[config.mk]
export PLATFORM = sky130hd
export DESIGN_NAME = pgclr_engine
export DESIGN_NICKNAME = d
export VERILOG_FILES = /design/src/rtl/pgclr_pkg.sv /design/src/rtl/pgclr_request.sv /design/src/rtl/pgclr_sweep.sv /design/src/rtl/pgclr_engine.sv
export SDC_FILE = /design/constraint.sdc
export NUM_CORES = 1
export LEC_CHECK = 0
export CELL_PAD_IN_SITES_DETAIL_PLACEMENT = 1
export CELL_PAD_IN_SITES_GLOBAL_PLACEMENT = 2
export CORE_AREA = 2 2 100 64
export DETAILED_ROUTE_END_ITERATION = 16
export DIE_AREA = 0 0 102 66
export MAX_ROUTING_LAYER = met4
export PLACE_DENSITY_LB_ADDON = 0.1
export SLEW_MARGIN = 20
export SYNTH_ARGS = -nofsm -noshare
export SYNTH_HDL_FRONTEND = slang
export SYNTH_SLANG_ARGS = --single-unit
[constraint.sdc]
create_clock -name clk -period 1.9 [get_ports clk]
set_clock_uncertainty 0.05 [all_clocks]
set_input_delay 0.285 -clock clk [delete_from_list [all_inputs] [get_ports clk]]
set_output_delay 0.285 -clock clk [all_outputs]
set_load 0.005 [all_outputs]
[src/rtl/pgclr_pkg.sv]
package pgclr_pkg;

    localparam logic [7:0] SPACE_CODE = 8'h20;
    localparam logic       AREA_BASIC = 1'b0;
    localparam logic       AREA_EXT   = 1'b1;

    typedef enum logic {
        JOB_HW   = 1'b0,
        JOB_FULL = 1'b1
    } job_e;

endpackage

[src/rtl/pgclr_request.sv]
module pgclr_request
    import pgclr_pkg::*;
(
    input  logic clk,
    input  logic rst_n,
    input  logic line_start_i,
    input  logic hdr_valid_i,
    input  logic hdr_first_i,
    input  logic hdr_erase_i,
    input  logic sw_req_i,
    input  logic ids_i,
    input  logic active_i,
    input  logic fin_full_i,
    output logic start_o,
    output job_e job_o,
    output logic busy_o
);

    typedef struct packed {
        logic busy;
        logic boot;
    } req_t;

    req_t q, d;
    logic hw_req;
    logic sw_go;

    always_comb begin
        hw_req  = hdr_valid_i && (hdr_first_i || hdr_erase_i) && !ids_i;
        sw_go   = !hw_req && q.busy && !active_i && (line_start_i || q.boot);
        start_o = hw_req || sw_go;
        job_o   = hw_req ? JOB_HW : JOB_FULL;

        d = q;
        if (sw_go) begin
            d.boot = 1'b0;
        end
        if (sw_req_i) begin
            d.busy = 1'b1;
        end else if (fin_full_i && !start_o) begin
            d.busy = 1'b0;
        end
    end

    always_ff @(posedge clk or negedge rst_n) begin
        if (!rst_n) begin
            q.busy <= 1'b1;
            q.boot <= 1'b1;
        end else begin
            q <= d;
        end
    end

    assign busy_o = q.busy;

    AST_IDS_NO_HW_START: assert property (@(posedge clk) disable iff (!rst_n)
        (ids_i && start_o) |-> (job_o == JOB_FULL));

    AST_SW_WAITS_FOR_LINE: assert property (@(posedge clk) disable iff (!rst_n)
        (start_o && job_o == JOB_FULL && !q.boot) |-> line_start_i);

endmodule

[src/rtl/pgclr_sweep.sv]
module pgclr_sweep
    import pgclr_pkg::*;
#(
    parameter int COLS      = 40,
    parameter int BASE_ROWS = 25,
    parameter int EXT_ROWS  = 4,
    parameter int ROW_W     = $clog2(BASE_ROWS),
    parameter int COL_W     = $clog2(COLS)
)(
    input  logic             clk,
    input  logic             rst_n,
    input  logic             start_i,
    input  job_e             job_i,
    input  logic             pos_i,
    output logic             valid_o,
    output logic             area_o,
    output logic [ROW_W-1:0] row_o,
    output logic [COL_W-1:0] col_o,
    output logic             fin_o,
    output logic             fin_full_o,
    output logic             done_o,
    output logic             done_full_o
);

    localparam int STEP_W = $clog2(BASE_ROWS + EXT_ROWS);
    localparam logic [STEP_W-1:0] HW_P24    = STEP_W'(BASE_ROWS - 2);
    localparam logic [STEP_W-1:0] HW_LAST   = STEP_W'(BASE_ROWS - 1);
    localparam logic [STEP_W-1:0] FULL_EXT0 = STEP_W'(BASE_ROWS);
    localparam logic [STEP_W-1:0] FULL_LAST = STEP_W'(BASE_ROWS + EXT_ROWS - 1);
    localparam logic [COL_W-1:0]  COL_LAST  = COL_W'(COLS - 1);
    localparam logic [ROW_W-1:0]  P24_ROW   = ROW_W'(BASE_ROWS - 1);

    typedef struct packed {
        logic              active;
        job_e              job;
        logic              pos;
        logic [STEP_W-1:0] step;
        logic [COL_W-1:0]  col;
        logic              done;
        logic              done_full;
    } sweep_t;

    sweep_t q, d;
    logic   last_col;
    logic   last_step;

    always_comb begin
        last_col   = (q.col == COL_LAST);
        last_step  = (q.job == JOB_HW) ? (q.step == HW_LAST) : (q.step == FULL_LAST);
        fin_o      = q.active && last_col && last_step;
        fin_full_o = fin_o && (q.job == JOB_FULL);

        d           = q;
        d.done      = 1'b0;
        d.done_full = 1'b0;
        if (start_i) begin
            d.active = 1'b1;
            d.job    = job_i;
            d.pos    = pos_i;
            d.step   = '0;
            d.col    = '0;
        end else if (q.active) begin
            if (last_col) begin
                d.col = '0;
                if (last_step) begin
                    d.active    = 1'b0;
                    d.done      = 1'b1;
                    d.done_full = (q.job == JOB_FULL);
                end else begin
                    d.step = q.step + 1'b1;
                end
            end else begin
                d.col = q.col + 1'b1;
            end
        end
    end

    always_comb begin
        area_o = AREA_BASIC;
        row_o  = '0;
        if (q.job == JOB_HW) begin
            if (q.step < HW_P24) begin
                row_o = ROW_W'(q.step) + ROW_W'(1);
            end else if (q.step == HW_P24) begin
                if (q.pos) begin
                    row_o = P24_ROW;
                end else begin
                    area_o = AREA_EXT;
                end
            end else begin
                area_o = AREA_EXT;
                row_o  = ROW_W'(1);
            end
        end else begin
            if (q.step < FULL_EXT0) begin
                row_o = ROW_W'(q.step);
            end else begin
                area_o = AREA_EXT;
                row_o  = ROW_W'(q.step - FULL_EXT0);
            end
        end
    end

    always_ff @(posedge clk or negedge rst_n) begin
        if (!rst_n) begin
            q <= '0;
        end else begin
            q <= d;
        end
    end

    assign valid_o     = q.active;
    assign col_o       = q.col;
    assign done_o      = q.done;
    assign done_full_o = q.done_full;

    AST_ROW_IN_AREA: assert property (@(posedge clk) disable iff (!rst_n)
        valid_o |-> ((area_o == AREA_EXT) ? (int'(row_o) < EXT_ROWS)
                                          : (int'(row_o) < BASE_ROWS)));

    AST_COL_IN_ROW: assert property (@(posedge clk) disable iff (!rst_n)
        valid_o |-> (int'(col_o) < COLS));

    AST_HW_SKIPS_ROW0: assert property (@(posedge clk) disable iff (!rst_n)
        (valid_o && q.job == JOB_HW && area_o == AREA_BASIC) |-> (row_o != '0));

endmodule

[src/rtl/pgclr_engine.sv]
module pgclr_engine
    import pgclr_pkg::*;
#(
    parameter  int COLS      = 40,
    parameter  int BASE_ROWS = 25,
    parameter  int EXT_ROWS  = 4,
    localparam int ROW_W     = $clog2(BASE_ROWS),
    localparam int COL_W     = $clog2(COLS)
)(
    input  logic             clk,
    input  logic             rst_n,
    input  logic             line_start,
    input  logic             hdr_valid,
    input  logic             hdr_first,
    input  logic             hdr_erase,
    input  logic             p24_in_basic,
    input  logic             sw_clear,
    input  logic             ids_mode,
    input  logic             acq_we,
    input  logic             acq_area,
    input  logic [ROW_W-1:0] acq_row,
    input  logic [COL_W-1:0] acq_col,
    input  logic [7:0]       acq_data,
    output logic             mem_we,
    output logic             mem_area,
    output logic [ROW_W-1:0] mem_row,
    output logic [COL_W-1:0] mem_col,
    output logic [7:0]       mem_wdata,
    output logic             sw_clear_busy,
    output logic             clr_done,
    output logic             ids_cnt_rst
);

    typedef struct packed {
        logic cnt_rst;
    } top_t;

    top_t             q, d;
    logic             start;
    job_e             job;
    logic             sweep_valid;
    logic             sweep_area;
    logic [ROW_W-1:0] sweep_row;
    logic [COL_W-1:0] sweep_col;
    logic             sweep_fin;
    logic             sweep_fin_full;
    logic             sweep_done;
    logic             sweep_done_full;

    pgclr_request u_request (
        .clk          (clk),
        .rst_n        (rst_n),
        .line_start_i (line_start),
        .hdr_valid_i  (hdr_valid),
        .hdr_first_i  (hdr_first),
        .hdr_erase_i  (hdr_erase),
        .sw_req_i     (sw_clear),
        .ids_i        (ids_mode),
        .active_i     (sweep_valid),
        .fin_full_i   (sweep_fin_full),
        .start_o      (start),
        .job_o        (job),
        .busy_o       (sw_clear_busy)
    );

    pgclr_sweep #(
        .COLS      (COLS),
        .BASE_ROWS (BASE_ROWS),
        .EXT_ROWS  (EXT_ROWS),
        .ROW_W     (ROW_W),
        .COL_W     (COL_W)
    ) u_sweep (
        .clk         (clk),
        .rst_n       (rst_n),
        .start_i     (start),
        .job_i       (job),
        .pos_i       (p24_in_basic),
        .valid_o     (sweep_valid),
        .area_o      (sweep_area),
        .row_o       (sweep_row),
        .col_o       (sweep_col),
        .fin_o       (sweep_fin),
        .fin_full_o  (sweep_fin_full),
        .done_o      (sweep_done),
        .done_full_o (sweep_done_full)
    );

    always_comb begin
        d         = q;
        d.cnt_rst = sweep_fin_full && !start && ids_mode;

        if (sweep_valid) begin
            mem_we    = 1'b1;
            mem_area  = sweep_area;
            mem_row   = sweep_row;
            mem_col   = sweep_col;
            mem_wdata = SPACE_CODE;
        end else begin
            mem_we    = acq_we;
            mem_area  = acq_area;
            mem_row   = acq_row;
            mem_col   = acq_col;
            mem_wdata = acq_data;
        end
    end

    always_ff @(posedge clk or negedge rst_n) begin
        if (!rst_n) begin
            q <= '0;
        end else begin
            q <= d;
        end
    end

    assign clr_done    = sweep_done;
    assign ids_cnt_rst = q.cnt_rst;

    AST_DONE_SINGLE: assert property (@(posedge clk) disable iff (!rst_n)
        clr_done |=> !clr_done);

    AST_BUSY_FALL_AT_DONE: assert property (@(posedge clk) disable iff (!rst_n)
        $fell(sw_clear_busy) |-> (clr_done && sweep_done_full));

    AST_CNT_RST_AT_DONE: assert property (@(posedge clk) disable iff (!rst_n)
        ids_cnt_rst |-> (clr_done && sweep_done_full));

    AST_DONE_AFTER_WRITE: assert property (@(posedge clk) disable iff (!rst_n)
        clr_done |-> $past(mem_we));

    AST_IDLE_AFTER_DONE: assert property (@(posedge clk) disable iff (!rst_n)
        (clr_done && !$past(start)) |-> !sweep_valid);

endmodule

==> out/results.ini <==
[power_and_ir_drop]
p_clk_share_pct=28.9
finalPower_uw=1090
ir_drop_mv=0.228
p_leak_uw=0.00111
pwr-share-comb_pct=27.1
sw_frac_of_total_pct=26.8
switchingPower_uw=292
p_int_uw=798
p_per_area_nw_per_um2=439
share_seq_of_total_power_pct=44.0

[place]
placed_area_um2=2230
place_ws_ns=-0.316
portBuffers=53
dp_hpwl_um=4080
gp_congestion=0.926

[logic_synthesis]
avgSynthCellArea_um2=8.97
synth_fp_nets=190
synth_area_leaders=dfrtp_1, mux2_2, nor2b_1
async_reset_ff_share_pct=100
yosysTopAreaCellShare_pct=28.4
synthTopCellsByCount=dfrtp_1, nor2_1, nand2_1
syn-instance-count=157
synth_area_um2=1410
ys_warn_count=0
ys_ff_latch=18
synth.distinct_cells=47
synth-edff-count=0
synth_most_common_cell=dfrtp_1
yosysSeqAreaShare_pct=32.1
ys.flop_type=dfrtp_1
yosysTopAreaCell=dfrtp_1

[global_route]
grt_max_degree=19
grt_busiest_layer=met2
grt_usage_pct=16.5
grt_antenna_before_repair=0
grt_pass1_vias=1584
grt.met3_usage_pct=2.43
overflow=0
use_met2_pct=25.6
grtUsageMet1_pct=23.4
grt_pass1_wl_um=8360

[worst_setup_path]
max_stage_delay_ns=0.42
worstPathCellList=ha_2 > buf_4 > nand3_4 > a31oi_2 > o32ai_1 > buf_2
path_class=reg -> out
slowest_stage=dfrtp_1
start_kind=flip-flop
cp.arrival_ns=1.68
critPathMaxFanout=3
required_ns=1.56
rr_startpoint=u_sweep.q[9]
cp-startpoint=u_sweep.q[8]
endpoint_kind=output port

[layout]
syn_to_final_growth_pct=76.4
diodes=0
finalNetCount=281
drive_gt1_share_pct=38.1
finalInstanceArea_um2=2480

[clocking]
root_buffer=clkbuf_8
cts.path.max_buffers=2
cts-htree-levels=1
clk_pin_slew_ns=0.07
clock_latency_ns=0.25
ctsHoldBuffers=0
numCtsBuffers=3
cts_tree=built
clock_sinks=18

[timing]
finalCritPeriodShare_pct=106
maxSlewViolCount=0
max_freq_mhz=496
tightest_slew_ns=0.269
slew_headroom_pct=82.0
setup_ws_ns=-0.116
final.setup.tns_ns=-0.539
hold_violations=0
period_needed_ns=2.02
rsz0062_at_grt=true
finalSetupViolCount=6

[detailed_routing]
first_pass_iters=4
via_per_inst=4.56
ant_nets=0
num_vias=1511
wl_per_cell_um=15.5
wl_um=5120
drt_iter0_markers=58
drc=0

[outcome]
violations=setup timing
status=finished, violations left

[floorplan]
initial_core_util_pct=24.1
pin_count=54
fp-row-count=22
core_area_um2=5840
die_y_um=66
die-area_um2=6730
die_w_um=102

[min_path]
holdCritPathClass=in -> async

[flow_run]
maxCapViolations=0

==> layer usage <==
| metal | up-vias | wire length (µm) |
|---|---|---|
| li1 | 738 | - |
| met1 | 745 | 2670 |
| met2 | 28 | 2300 |
| met3 | 0 | 148 |
| met4 | 0 | 0 |
| met5 | - | 0 |
==> kinds of logic after synthesis <==
kind of cell               after synthesis  share of synthesized area, %
AOI/OAI and AO/OA                       38                          19.4
xor gates and xnor gates                 7                          5.68
adders and majority gates                3                          2.66
buffers and inverters                   19                          8.17
DFF                                     18                          32.1
muxes                                   10                          7.82
and+or+nand+nor                         62                          24.2
==> layout make-up <==
| type | count | area, µm² |
|---|---|---|
| Clock buffer | 4 | 55.1 |
| Fill cell | 690 | 3350 |
| Inverter | 8 | 32.5 |
| Multi-Input combinational cell | 120 | 966 |
| Sequential cell | 18 | 454 |
| Tap cell | 84 | 105 |
| Timing Repair Buffer | 97 | 872 |
==> worst max-delay path: cells and delay by family (launching register included) <==
kind                       cells  cell delay [ns]
and+or+nand+nor                1             0.09
AOI/OAI and AO/OA              2             0.40
DFF                            1             0.42
buffers and inverters          2             0.31
adders and majority gates      1             0.21
==> worst paths after layout <==
kind	cells past startpoint	slack (ns)	endpoint
worst max-delay path	6	-0.12	mem_area
max in group asynchronous	2	1.23	u_request.busy_o
min in group clk	1	0.43	u_request.q[0]
worst min register to register	1	0.43	u_request.q[0]
worst max register to register	9	0.04	u_sweep.q[9]
worst min-delay path	2	0.31	u_sweep.done_o
==> power by group through the flow <==
stage,sequential (µW),clock [µW],combinational [µW]
6_report,479,315,295
3_3_place_gp,484,0,308
5_1_grt,488,348,325
2_1_floorplan,466,0,146
3_5_place_dp,485,0,316
4_1_cts,478,334,303
==> metrics by stage <==
step | hold slack [ns] | std cells | util (%)
detailed placement | 0.428 | 317 | 38.2
floorplan | -0.0606 | 157 | -
CTS | 0.323 | 330 | 41.1
finish | 0.315 | 331 | 42.6
global route | 0.344 | 331 | 42.6
global placement | 0.424 | 317 | 38.2
==> sequential cells by signal, indices dropped and copies added (netlist names) <==
| name | count |
|---|---|
| ids_cnt_rst | 1 |
| u_request.busy_o | 1 |
| u_request.q | 1 |
| u_sweep.col_o | 6 |
| u_sweep.done_o | 1 |
| u_sweep.q | 7 |
| u_sweep.valid_o | 1 |
==> what timing repair did <==
item	4_1_cts	5_1_grt
setup endpoints to repair	21	13
resized for setup	61	25
pin swaps	10	15
buffers inserted	9	2
endpoints found under the hold margin	0	0
==> placed cells by master (no fill, tap or decap), types with 2 or more instances in the layout <==
cell / instances
or3_1: 2
o32ai_1: 2
buf_2: 6
or2_2: 2
nand2_1: 10
a21boi_0: 4
dlygate4sd2_1: 9
nand3b_1: 3
a21oi_1: 5
o21ai_1: 5
nand3_1: 6
a21o_1: 2
dlymetal6s2s_1: 4
xnor2_1: 4
inv_1: 6
a31oi_1: 3
mux2_2: 7
o21ai_2: 2
and2_4: 2
buf_4: 35
clkbuf_8: 4
and3_1: 2
dfrtp_1: 15
nor2b_1: 8
nand3_4: 2
a31oi_2: 2
buf_6: 8
mux2i_1: 2
clkdlybuf4s15_1: 2
clkdlybuf4s50_1: 32
xor2_1: 2
o2111ai_1: 2
dfstp_2: 2
nor2_1: 12
Note: power is estimated with default switching activity, not from simulation.
